==> src/rtl/wrap_rd_pkg.sv <==
package wrap_rd_pkg;
   localparam int CFG_W   = 8;
   localparam int DUM_W   = 4;
   localparam int LEN_W   = 2;

   typedef struct packed {
      logic             hold_sel;  // [7]
      logic [DUM_W-1:0] dummy;     // [6:3]
      logic             wrap_en;   // [2]
      logic [LEN_W-1:0] len;       // [1:0]
   } rd_cfg_t;
endpackage

==> src/rtl/rd_cfg_reg.sv <==
module rd_cfg_reg
   import wrap_rd_pkg::*;
(
   input  logic             clk,
   input  logic             rst_n,
   input  logic [CFG_W-1:0] nv_i,
   input  logic             wr_i,
   input  logic [CFG_W-1:0] wdata_i,
   output rd_cfg_t          cfg_o
);
   rd_cfg_t cfg_q;

   always_ff @(posedge clk) begin
      if (!rst_n)    cfg_q <= rd_cfg_t'(nv_i);
      else if (wr_i) cfg_q <= rd_cfg_t'(wdata_i);
   end

   assign cfg_o = cfg_q;

   a_r2_cfg_write: assert property (@(posedge clk) disable iff (!rst_n)
      wr_i |=> (cfg_q == rd_cfg_t'($past(wdata_i))));

   a_r2_cfg_hold: assert property (@(posedge clk) disable iff (!rst_n)
      (!wr_i && $past(rst_n)) |=> $stable(cfg_q));
endmodule

==> src/rtl/rd_dummy_cnt.sv <==
module rd_dummy_cnt #(
   parameter int CNT_W = 4
) (
   input  logic             clk,
   input  logic             rst_n,
   input  logic             load_i,
   input  logic [CNT_W-1:0] count_i,
   output logic             done_o
);
   logic [CNT_W-1:0] cnt_q;

   always_ff @(posedge clk) begin
      if (!rst_n)              cnt_q <= '0;
      else if (load_i)         cnt_q <= count_i;
      else if (cnt_q != '0)    cnt_q <= cnt_q - 1'b1;
   end

   assign done_o = (cnt_q == '0);

   a_r6_count_down: assert property (@(posedge clk) disable iff (!rst_n)
      (!load_i && cnt_q != '0) |=> (cnt_q == $past(cnt_q) - 1'b1));

   a_r6_load: assert property (@(posedge clk) disable iff (!rst_n)
      load_i |=> (cnt_q == $past(count_i)));
endmodule

==> src/rtl/rd_addr_step.sv <==
module rd_addr_step #(
   parameter int ADDR_W    = 32,
   parameter int LEN_W     = 2,
   parameter int BASE_LOG2 = 3
) (
   input  logic [ADDR_W-1:0] addr_i,
   input  logic              wrap_i,
   input  logic [LEN_W-1:0]  len_i,
   input  logic [ADDR_W-1:0] lim_i,
   output logic [ADDR_W-1:0] win_o,
   output logic [ADDR_W-1:0] next_o
);
   localparam int MAX_LOG2 = BASE_LOG2 + (1 << LEN_W) - 1;

   if (MAX_LOG2 >= ADDR_W) begin : g_bad
      $error("window larger than address");
   end

   logic [ADDR_W-1:0] win;
   logic [ADDR_W-1:0] inc;

   for (genvar b = 0; b < ADDR_W; b++) begin : g_win
      if (b < BASE_LOG2) begin : g_base
         assign win[b] = 1'b1;
      end else if (b < MAX_LOG2) begin : g_sel
         assign win[b] = ({1'b0, len_i} > (LEN_W+1)'(b - BASE_LOG2));
      end else begin : g_out
         assign win[b] = 1'b0;
      end
   end

   assign inc    = addr_i + 1'b1;
   assign win_o  = win;
   assign next_o = wrap_i ? ((addr_i & ~win) | (inc & win)) : (inc & lim_i);
endmodule

==> src/rtl/wrap_read_addr_gen.sv <==
module wrap_read_addr_gen
   import wrap_rd_pkg::*;
#(
   parameter int ADDR_W    = 32,
   parameter int ARRAY_AW  = 25,
   parameter int SHORT_AW  = 24,
   parameter int BASE_LOG2 = 3
) (
   input  logic              clk,
   input  logic              rst_n,
   input  logic [CFG_W-1:0]  nv_cfg_i,
   input  logic              cfg_wr_i,
   input  logic [CFG_W-1:0]  cfg_wdata_i,
   input  logic              addr4_i,
   input  logic              start_i,
   input  logic [ADDR_W-1:0] start_addr_i,
   input  logic [DUM_W-1:0]  dflt_dummy_i,
   input  logic              stop_i,
   input  logic              data_req_i,
   output logic [CFG_W-1:0]  cfg_o,
   output logic              hold_reset_sel_o,
   output logic              dummy_o,
   output logic              data_ready_o,
   output logic [ADDR_W-1:0] addr_o
);
   localparam int SHORT_EFF = (SHORT_AW < ARRAY_AW) ? SHORT_AW : ARRAY_AW;
   localparam logic [ADDR_W-1:0] ARR_MASK   = ADDR_W'((64'd1 << ARRAY_AW) - 64'd1);
   localparam logic [ADDR_W-1:0] SHORT_MASK = ADDR_W'((64'd1 << SHORT_EFF) - 64'd1);
   localparam int MAX_LOG2 = BASE_LOG2 + (1 << LEN_W) - 1;

   if (ARRAY_AW > ADDR_W || ARRAY_AW <= MAX_LOG2) begin : g_chk_array
      $error("ARRAY_AW out of range");
   end
   if (SHORT_AW <= MAX_LOG2) begin : g_chk_short
      $error("SHORT_AW out of range");
   end

   rd_cfg_t           cfg;
   logic              busy_q;
   logic              wrap_q;
   logic [LEN_W-1:0]  len_q;
   logic [ADDR_W-1:0] lim_q;
   logic [ADDR_W-1:0] addr_q;
   logic [ADDR_W-1:0] next_addr;
   logic [ADDR_W-1:0] win_mask;
   logic [ADDR_W-1:0] lim_new;
   logic [DUM_W-1:0]  dummy_eff;
   logic              cnt_done;
   logic              ready;

   rd_cfg_reg u_cfg (
      .clk     (clk),
      .rst_n   (rst_n),
      .nv_i    (nv_cfg_i),
      .wr_i    (cfg_wr_i),
      .wdata_i (cfg_wdata_i),
      .cfg_o   (cfg)
   );

   assign dummy_eff = (cfg.dummy == '0) ? dflt_dummy_i : cfg.dummy;

   rd_dummy_cnt #(.CNT_W(DUM_W)) u_dummy (
      .clk     (clk),
      .rst_n   (rst_n),
      .load_i  (start_i),
      .count_i (dummy_eff),
      .done_o  (cnt_done)
   );

   rd_addr_step #(
      .ADDR_W    (ADDR_W),
      .LEN_W     (LEN_W),
      .BASE_LOG2 (BASE_LOG2)
   ) u_step (
      .addr_i (addr_q),
      .wrap_i (wrap_q),
      .len_i  (len_q),
      .lim_i  (lim_q),
      .win_o  (win_mask),
      .next_o (next_addr)
   );

   assign lim_new = addr4_i ? ARR_MASK : SHORT_MASK;
   assign ready   = busy_q & cnt_done;

   always_ff @(posedge clk) begin
      if (!rst_n) begin
         busy_q <= 1'b0;
         wrap_q <= 1'b0;
         len_q  <= '0;
         lim_q  <= ARR_MASK;
         addr_q <= '0;
      end else if (start_i) begin
         busy_q <= 1'b1;
         wrap_q <= cfg.wrap_en;
         len_q  <= cfg.len;
         lim_q  <= lim_new;
         addr_q <= start_addr_i & lim_new;
      end else if (stop_i) begin
         busy_q <= 1'b0;
      end else if (ready && data_req_i) begin
         addr_q <= next_addr;
      end
   end

   assign cfg_o            = cfg;
   assign hold_reset_sel_o = cfg.hold_sel;
   assign dummy_o          = busy_q & ~cnt_done;
   assign data_ready_o     = ready;
   assign addr_o           = addr_q;

   a_r3_wrap_upper_fixed: assert property (@(posedge clk) disable iff (!rst_n)
      (ready && data_req_i && wrap_q && !start_i && !stop_i)
      |=> ((addr_q & ~win_mask) == ($past(addr_q) & ~win_mask)));

   a_r4_linear_step: assert property (@(posedge clk) disable iff (!rst_n)
      (ready && data_req_i && !wrap_q && !start_i && !stop_i)
      |=> (addr_q == (($past(addr_q) + 1'b1) & lim_q)));

   a_r5_addr_in_range: assert property (@(posedge clk) disable iff (!rst_n)
      busy_q |-> ((addr_q & ~lim_q) == '0));

   a_r8_no_step_unready: assert property (@(posedge clk) disable iff (!rst_n)
      (!ready && !start_i) |=> $stable(addr_q));

   a_r10_stop_ends: assert property (@(posedge clk) disable iff (!rst_n)
      (stop_i && !start_i) |=> !data_ready_o);
endmodule

==> config.mk <==
export PLATFORM = sky130hd
export DESIGN_NAME = wrap_read_addr_gen
export DESIGN_NICKNAME = d
export VERILOG_FILES = /design/src/rtl/wrap_rd_pkg.sv /design/src/rtl/rd_cfg_reg.sv /design/src/rtl/rd_dummy_cnt.sv /design/src/rtl/rd_addr_step.sv /design/src/rtl/wrap_read_addr_gen.sv
export SDC_FILE = /design/constraint.sdc
export NUM_CORES = 1
export LEC_CHECK = 0
export BUFFER_PORTS_ARGS = -buffer_cell sky130_fd_sc_hd__buf_2
export CORE_MARGIN = 3
export CORE_UTILIZATION = 30
export DETAILED_ROUTE_END_ITERATION = 8
export PLACE_DENSITY_LB_ADDON = 0.15
export SLEW_MARGIN = 20
export SYNTH_ARGS = -nofsm -noshare
export SYNTH_HDL_FRONTEND = slang
export SYNTH_SLANG_ARGS = --single-unit
==> constraint.sdc <==
create_clock -name clk -period 2.58 [get_ports clk]
set_clock_uncertainty 0.1 [all_clocks]
set_input_delay 0.516 -clock clk [delete_from_list [all_inputs] [get_ports clk]]
set_output_delay 0.516 -clock clk [all_outputs]
set_load 0.005 [all_outputs]
### After elaboration in Yosys (flattened, before gate mapping)

Index checks and enable logic that the tools add are counted.

| cells by class | value |
|---|---|
| add/sub/neg operators | 2 |
| order comparisons | 3 |
| equal/unequal tests | 2 |
| mux-type cells | 12 |
| bitwise logic cells | 9 |
| reductions and logical operators | 8 |

Operators with widths:

| operator | count |
|---|---|
| two-way mux 32 bit | 4 |
| AND 32 bit | 2 |
| adder 32 x 1 -> 32 bit (second input constant) | 1 |
| AND 32 x 25 -> 32 bit | 1 |
| AND 32 x 6 -> 32 bit | 1 |
| inverter 6 -> 32 bit | 1 |
| bitwise OR 32 bit | 1 |
| two-way mux 25 bit | 1 |
| two-way mux 8 bit | 2 |
| two-way mux 4 bit | 3 |
| logical NOT 4 bit | 2 |
| nonzero test 2 bit | 3 |
| > comparator 2 x 1 -> 1 bit (second input constant) | 2 |
| nonzero test 4 bit | 1 |
| subtractor 4 x 1 -> 4 bit (second input constant) | 1 |
| AND 1 bit | 2 |
| > comparator 2 bit (second input constant) | 1 |
| two-way mux 1 bit | 2 |
| inequality test 2 x 1 -> 1 bit (second input constant) | 1 |
| inequality test 2 bit (second input constant) | 1 |
| AND reduction 2 bit | 1 |
| logical AND 1 bit | 1 |
| inverter 1 bit | 1 |

| storage, ports and cells | value |
|---|---|
| bits in registers | 80 |
| word-level logic and storage cells | 46 |

### Logic depth before layout (Yosys ltp)

| depth | value |
|---|---|
| depth in word-level cells | 8 |
| mapped depth | 9 |
| depth with buffers taken out | 7 |

### Modules after synthesis

A second synthesis with hierarchy kept.

| unflattened totals | value |
|---|---|
| cells, all modules | 446 |
| area total of the unflattened synthesis | 3392.0 um^2 |

By module, submodules not included:

| module | times used | cells each | area an instance (um^2) |
|---|---|---|---|
| wrap_read_addr_gen | 1 | 203 | 1590.3 |
| rd_addr_step | 1 | 202 | 1193.6 |
| rd_cfg_reg | 1 | 18 | 377.9 |
| rd_dummy_cnt | 1 | 23 | 230.2 |

### Worst setup path after synthesis

OpenSTA, ideal clock, no wires.

| timing path | value |
|---|---|
| path type | register to register |
| from | register u_dummy.cnt_q[0] |
| to | register addr_q[15], in the netlist addr_o[15] |
| arrival time | 2.004 ns |
| required time | 2.406 ns |
| path slack | 0.401 ns |
| stages on the path, launching flop included | 9 |
| cells stage by stage | dfxtp_1 > inv_1 > ha_1 > or3b_1 > buf_6 > or2_0 > clkbuf_2 > or4_1 > a31oi_1 |

| on the way | value |
|---|---|
| cells in the longest elaborated chain, start to end | 5 |

Ends and longest elaborated chain:

| what | line | RTL |
|---|---|---|
| from (decl) | rd_dummy_cnt.sv:10 | `logic [CNT_W-1:0] cnt_q;` |
| from (signal assigned) | rd_dummy_cnt.sv:14 | `else if (load_i) cnt_q <= count_i;` |
| from (signal assigned) | rd_dummy_cnt.sv:15 | `else if (cnt_q != '0) cnt_q <= cnt_q - 1'b1;` |
| logical NOT 4 bit | rd_dummy_cnt.sv:18 | `assign done_o = (cnt_q == '0);` |
| AND 1 bit | wrap_read_addr_gen.sv:84 | `assign ready = busy_q & cnt_done;` |
| logical AND 1 bit | wrap_read_addr_gen.sv:101 | `end else if (ready && data_req_i) begin` |
| nonzero test 2 bit (no source line) | - |  |
| AND reduction 2 bit (no source line) | - |  |
| to (signal assigned) | wrap_read_addr_gen.sv:98 | `addr_q <= start_addr_i & lim_new;` |
| to (signal assigned) | wrap_read_addr_gen.sv:102 | `addr_q <= next_addr;` |
| to (decl) | wrap_read_addr_gen.sv:43 | `logic [ADDR_W-1:0] addr_q;` |

Every way passes these cells.
A chain may end at the register's enable or synchronous reset.

### Worst setup path after layout

| timing path | value |
|---|---|
| from | register u_dummy.cnt_q[0] |
| to | output port dummy_o |

| on the way | value |
|---|---|
| cells in the longest elaborated chain, start to end | 3 |

Ends and longest elaborated chain:

| what | line | RTL |
|---|---|---|
| logical NOT 4 bit | rd_dummy_cnt.sv:18 |  |
| inverter 1 bit | wrap_read_addr_gen.sv:108 | `assign dummy_o = busy_q & ~cnt_done;` |
| AND 1 bit | wrap_read_addr_gen.sv:108 |  |
| to (decl) | wrap_read_addr_gen.sv:22 | `output logic dummy_o,` |

Every way passes these cells.

==> summary.md <==
The count of nets left with antenna violations once routing finished came out at 0. In the routed design, unresolved DRC markers number 0. The share of synthesized cell area in and, or, nand and nor gates works out to 0.2468.

Once detailed placement completed, the half-perimeter wirelength came to 5322 um. The Yosys step of the flow raised 0 warnings. Synthesis produced a netlist whose cell count is 271. The complex-gate fraction of the synthesized area is 0.1784. The combinational group share of total power is 0.188. The tools report the storage element area as 920.9 sq um.

Across all register-to-register paths, the minimum setup slack is 310 ps. The beginning of the worst register-to-register path was u_dummy.cnt_q[0]. After synthesis, the largest family of logic cells by area is simple AND/OR/NAND/NOR gates. Of all nets on the critical path, the largest fanout is 10. Synthesis instantiated 58 different standard cells from the library.

The fraction of synthesis flops using an asynchronous set or reset pin was 0. Yosys mapped a number of flops with a built-in enable equal to 8. After detailed routing, the average wire length per cell comes to 15.25 um. The global routing usage summed across all routing layers was 0.1596; the aggregate global routing overflow was 0. The clock passes through at most 2 buffers.

The worst min-delay path startpoint is addr4_i. The final core utilization was 0.4016; the share of final-layout standard cells stronger than drive strength 1 was 0.3389. The analysis attributes to cell leakage a power of 1.237 nW.

CTS saw 42 sinks. The starting DRC count in detailed routing is 87, and the maximum number of pins on one net before global-route repair is 25. The internal power of the cells totals 0.001059 W. For this run, the slowest stage of the critical path takes 480 ps.

The area growth from synthesis to layout is 26.47%. Summed over all failing endpoints, the final setup total negative slack is 0 ps. Counting the fill cells in the layout gives 800. From bottom edge to top edge, the die measures 95.02 um. CTS placed an instance of sky130_fd_sc_hd__clkbuf_8 at the clock tree root. Data arrives at the worst endpoint at 1720 ps. The worst register-to-register path ends at addr_o[24].

The floorplan step defined a core boundary enclosing 7486 sq um. The congestion estimate from routability-driven global placement came to 0.8701. Across the run, the number of max-cap violations was 0. The first detailed-routing pass ran for 4 iterations.

The area share of xor/xnor cells in the synthesized design works out to 0.04789. Power spread over the standard cell area amounts to 504.7 nW/um^2. The later-pin clock latency in the skew report was 300 ps; the post-synthesis sequential area ratio was 0.3874. TritonCTS built the clock tree.

Switching power: 0.0004584 W. The number of register bits inferred by synthesis works out to 42. After clock tree synthesis, the clock-pin slew on the worst setup and hold paths is 90 ps. Switching share of power: 0.3021.

Setup violations remaining at the end of the flow were counted as 0. IR analysis of the VDD net gives a maximum drop of 0.0002165 V. The number of cells on the worst hold path is 3, and the shortest clock period the worst path allows after layout is 2338 ps. Standard cell with the maximum stage delay on the critical path: sky130_fd_sc_hd__or3b_4. The antenna cell count was 0.

The adder-cell share of the synthesized area works out to 0.01579. The tools report the share of power burned in registers as 0.516. Setup repair after global routing left no endpoint under its margin. The signal on the critical path passes through inv_1, ha_1, or3b_4, and2_2, buf_2.

The combined area of the multi-input logic cells was 1331 sq um. STA classifies the critical path startpoint as a flip-flop. Number of top-level pins: 102. For the normalized max-slew margin, the log shows 0.6411.

The element type at the critical path end was a primary output. For hold timing, the worst endpoint is lim_q[24]. The logs give 2242 for the via count of the first global-routing pass and 0 for the max-slew violation count. For this run, the top clock speed supported by timing is 427.8 MHz. The average via count per standard cell came out at 5.100.

The run gives 11320 um as the global-route wire length before repair. For this block, the routed nets add up to 7002 um of wire. In the synthesized netlist the dominant register cell turns out to be sky130_fd_sc_hd__dfxtp_1. The critical path class is reg -> out. The slew at the pin closest to its max-slew limit was 533.4 ps; the count of nets after finishing was 421. The count of endpoints failing hold in the final timing report was 0; the overall die width was 95.02 um. Summing over every cut layer, the via total after detailed routing is 2341. The area of the die is 9029 sq um. The effective utilization at floorplan was 0.3176; the share of cell area taken by muxes after synthesis was 0.05895.

Post-route clock period utilization: 0.9060. Port buffering added 87 buffers. Dividing the synthesized area by the synthesized cell count gives 8.772 sq um. The depth of the worst register-to-register path is 7. The run gives 0.296 as the clock network power share.

The run gives 1960 ps as the critical path required time. Counting the buffers created by CTS gives 5. The flow ran to the end, and the final reports show no timing, DRC or antenna violations. The H-tree was split into 2 levels.

The path class of the tightest hold or removal check is in -> reg. The tools report the summed instance area of the synthesized netlist as 2377 sq um. The logs give 0 for the initial antenna violation count and 31 for the placement row count.
final cells by class:
cell class / count / area share
clock buffers: 5 / 0.02289
inverters: 6 / 0.007491
multi-input cells: 206 / 0.4428
repair buffers: 98 / 0.1723
flip-flops and latches: 42 / 0.3063
well taps: 99 / 0.04120
clock inverters: 3 / 0.007074
per-layer routing:
layer / share of wire / global-route usage
met1: 0.47 / 0.2159
met2: 0.45 / 0.2543
met3: 0.066 / 0.03946
met4: 0.0071 / 0.04207
met5: 0 / 0
per-stage QoR:
step                      instances  power [W]  instance area, sq um  worst slack, ps  hold WS, ps
final                           459   0.001518                  3007            242.5        344.0
after detailed placement        451   0.001083                  2914            201.4        367.4
after CTS                       459   0.001529                  3004            85.23        342.1
after floorplan                 277  0.0009621                  2400            401.2        342.3
after global routing            459   0.001605                  3007            151.7        348.4
after global placement          451   0.001079                  2914            224.5        354.1
flip-flops by register name, summed over array words and instances (netlist names):
register,cells
lim_q,1
u_dummy.cnt_q,4
len_q,2
u_cfg.cfg_o,8
busy_q,1
wrap_q,1
addr_o,25
logic make-up after synthesis:
| logic type | count (synthesis) |
|---|---|
| AO/OA/AOI/OAI | 68 |
| XOR/XNOR | 13 |
| adder cells (fa/ha/maj) | 3 |
| buffers and inverters | 29 |
| flip-flops | 42 |
| multiplexers | 13 |
| other | 1 |
| AND/OR/NAND/NOR | 102 |
worst max path at each step:
stage	from	end	slack, ps	depth (start not counted)
after global routing	u_dummy.cnt_q[0]	dummy_o	150	5
final	u_dummy.cnt_q[0]	dummy_o	240	5
after global placement	u_dummy.cnt_q[0]	addr_o[24]	220	7
after floorplan	u_dummy.cnt_q[0]	addr_o[15]	400	8
after CTS	u_dummy.cnt_q[0]	dummy_o	90	5
after detailed placement	u_dummy.cnt_q[0]	addr_o[24]	200	7
power by group through the flow:
stage	Sequential (W)	Clock (W)	Combinational (W)
after floorplan	0.000789	0	0.000173
after global placement	0.000797	0	0.000282
after detailed placement	0.000799	0	0.000284
after CTS	0.000784	0.000460	0.000286
after global routing	0.000796	0.000486	0.000324
final	0.000784	0.000449	0.000285
synth_stat cells (all sizes together) (6+ instances only):
cell / instances / area share
xor2: 10 / 0.037
o21ai: 19 / 0.040
dfxtp: 34 / 0.29
nand4: 11 / 0.029
buf: 14 / 0.039
a31oi: 6 / 0.016
nand3: 16 / 0.034
a21oi: 19 / 0.040
clkbuf: 9 / 0.015
mux2: 8 / 0.038
nor2: 14 / 0.023
nand2: 16 / 0.026
nor3: 8 / 0.022
edfxtp: 8 / 0.10
critical path, delay by kind of cell, from the launching register on:
| kind | cells | cell delay (ps) |
|---|---|---|
| simple gates | 2 | 710 |
| buf+inv | 2 | 200 |
| flops | 1 | 340 |
| fa+ha+maj | 1 | 180 |
what timing repair did:
| item | CTS | global route |
|---|---|---|
| setup endpoints to repair | 0 | 1 |
| hold buffers | 0 | 0 |
| resized for setup | 0 | 1 |
| setup buffers | 0 | 0 |
| endpoints found under the hold margin | 0 | 0 |
placed cells by master, fill, tap and decap left out, types with 6 or more instances in the layout:
master and n:
sky130_fd_sc_hd__buf_2 87, sky130_fd_sc_hd__dfxtp_1 34, sky130_fd_sc_hd__o21ai_0 19, sky130_fd_sc_hd__a21oi_1 19, sky130_fd_sc_hd__nand3_1 16, sky130_fd_sc_hd__nand2_1 15, sky130_fd_sc_hd__nor2_1 13, sky130_fd_sc_hd__nand4_1 11
sky130_fd_sc_hd__buf_4 11, sky130_fd_sc_hd__xor2_1 10, sky130_fd_sc_hd__mux2_2 8, sky130_fd_sc_hd__edfxtp_1 8, sky130_fd_sc_hd__nor3_1 7, sky130_fd_sc_hd__conb_1 7, sky130_fd_sc_hd__a31oi_1 6
Power figures use the tool's default switching activity.
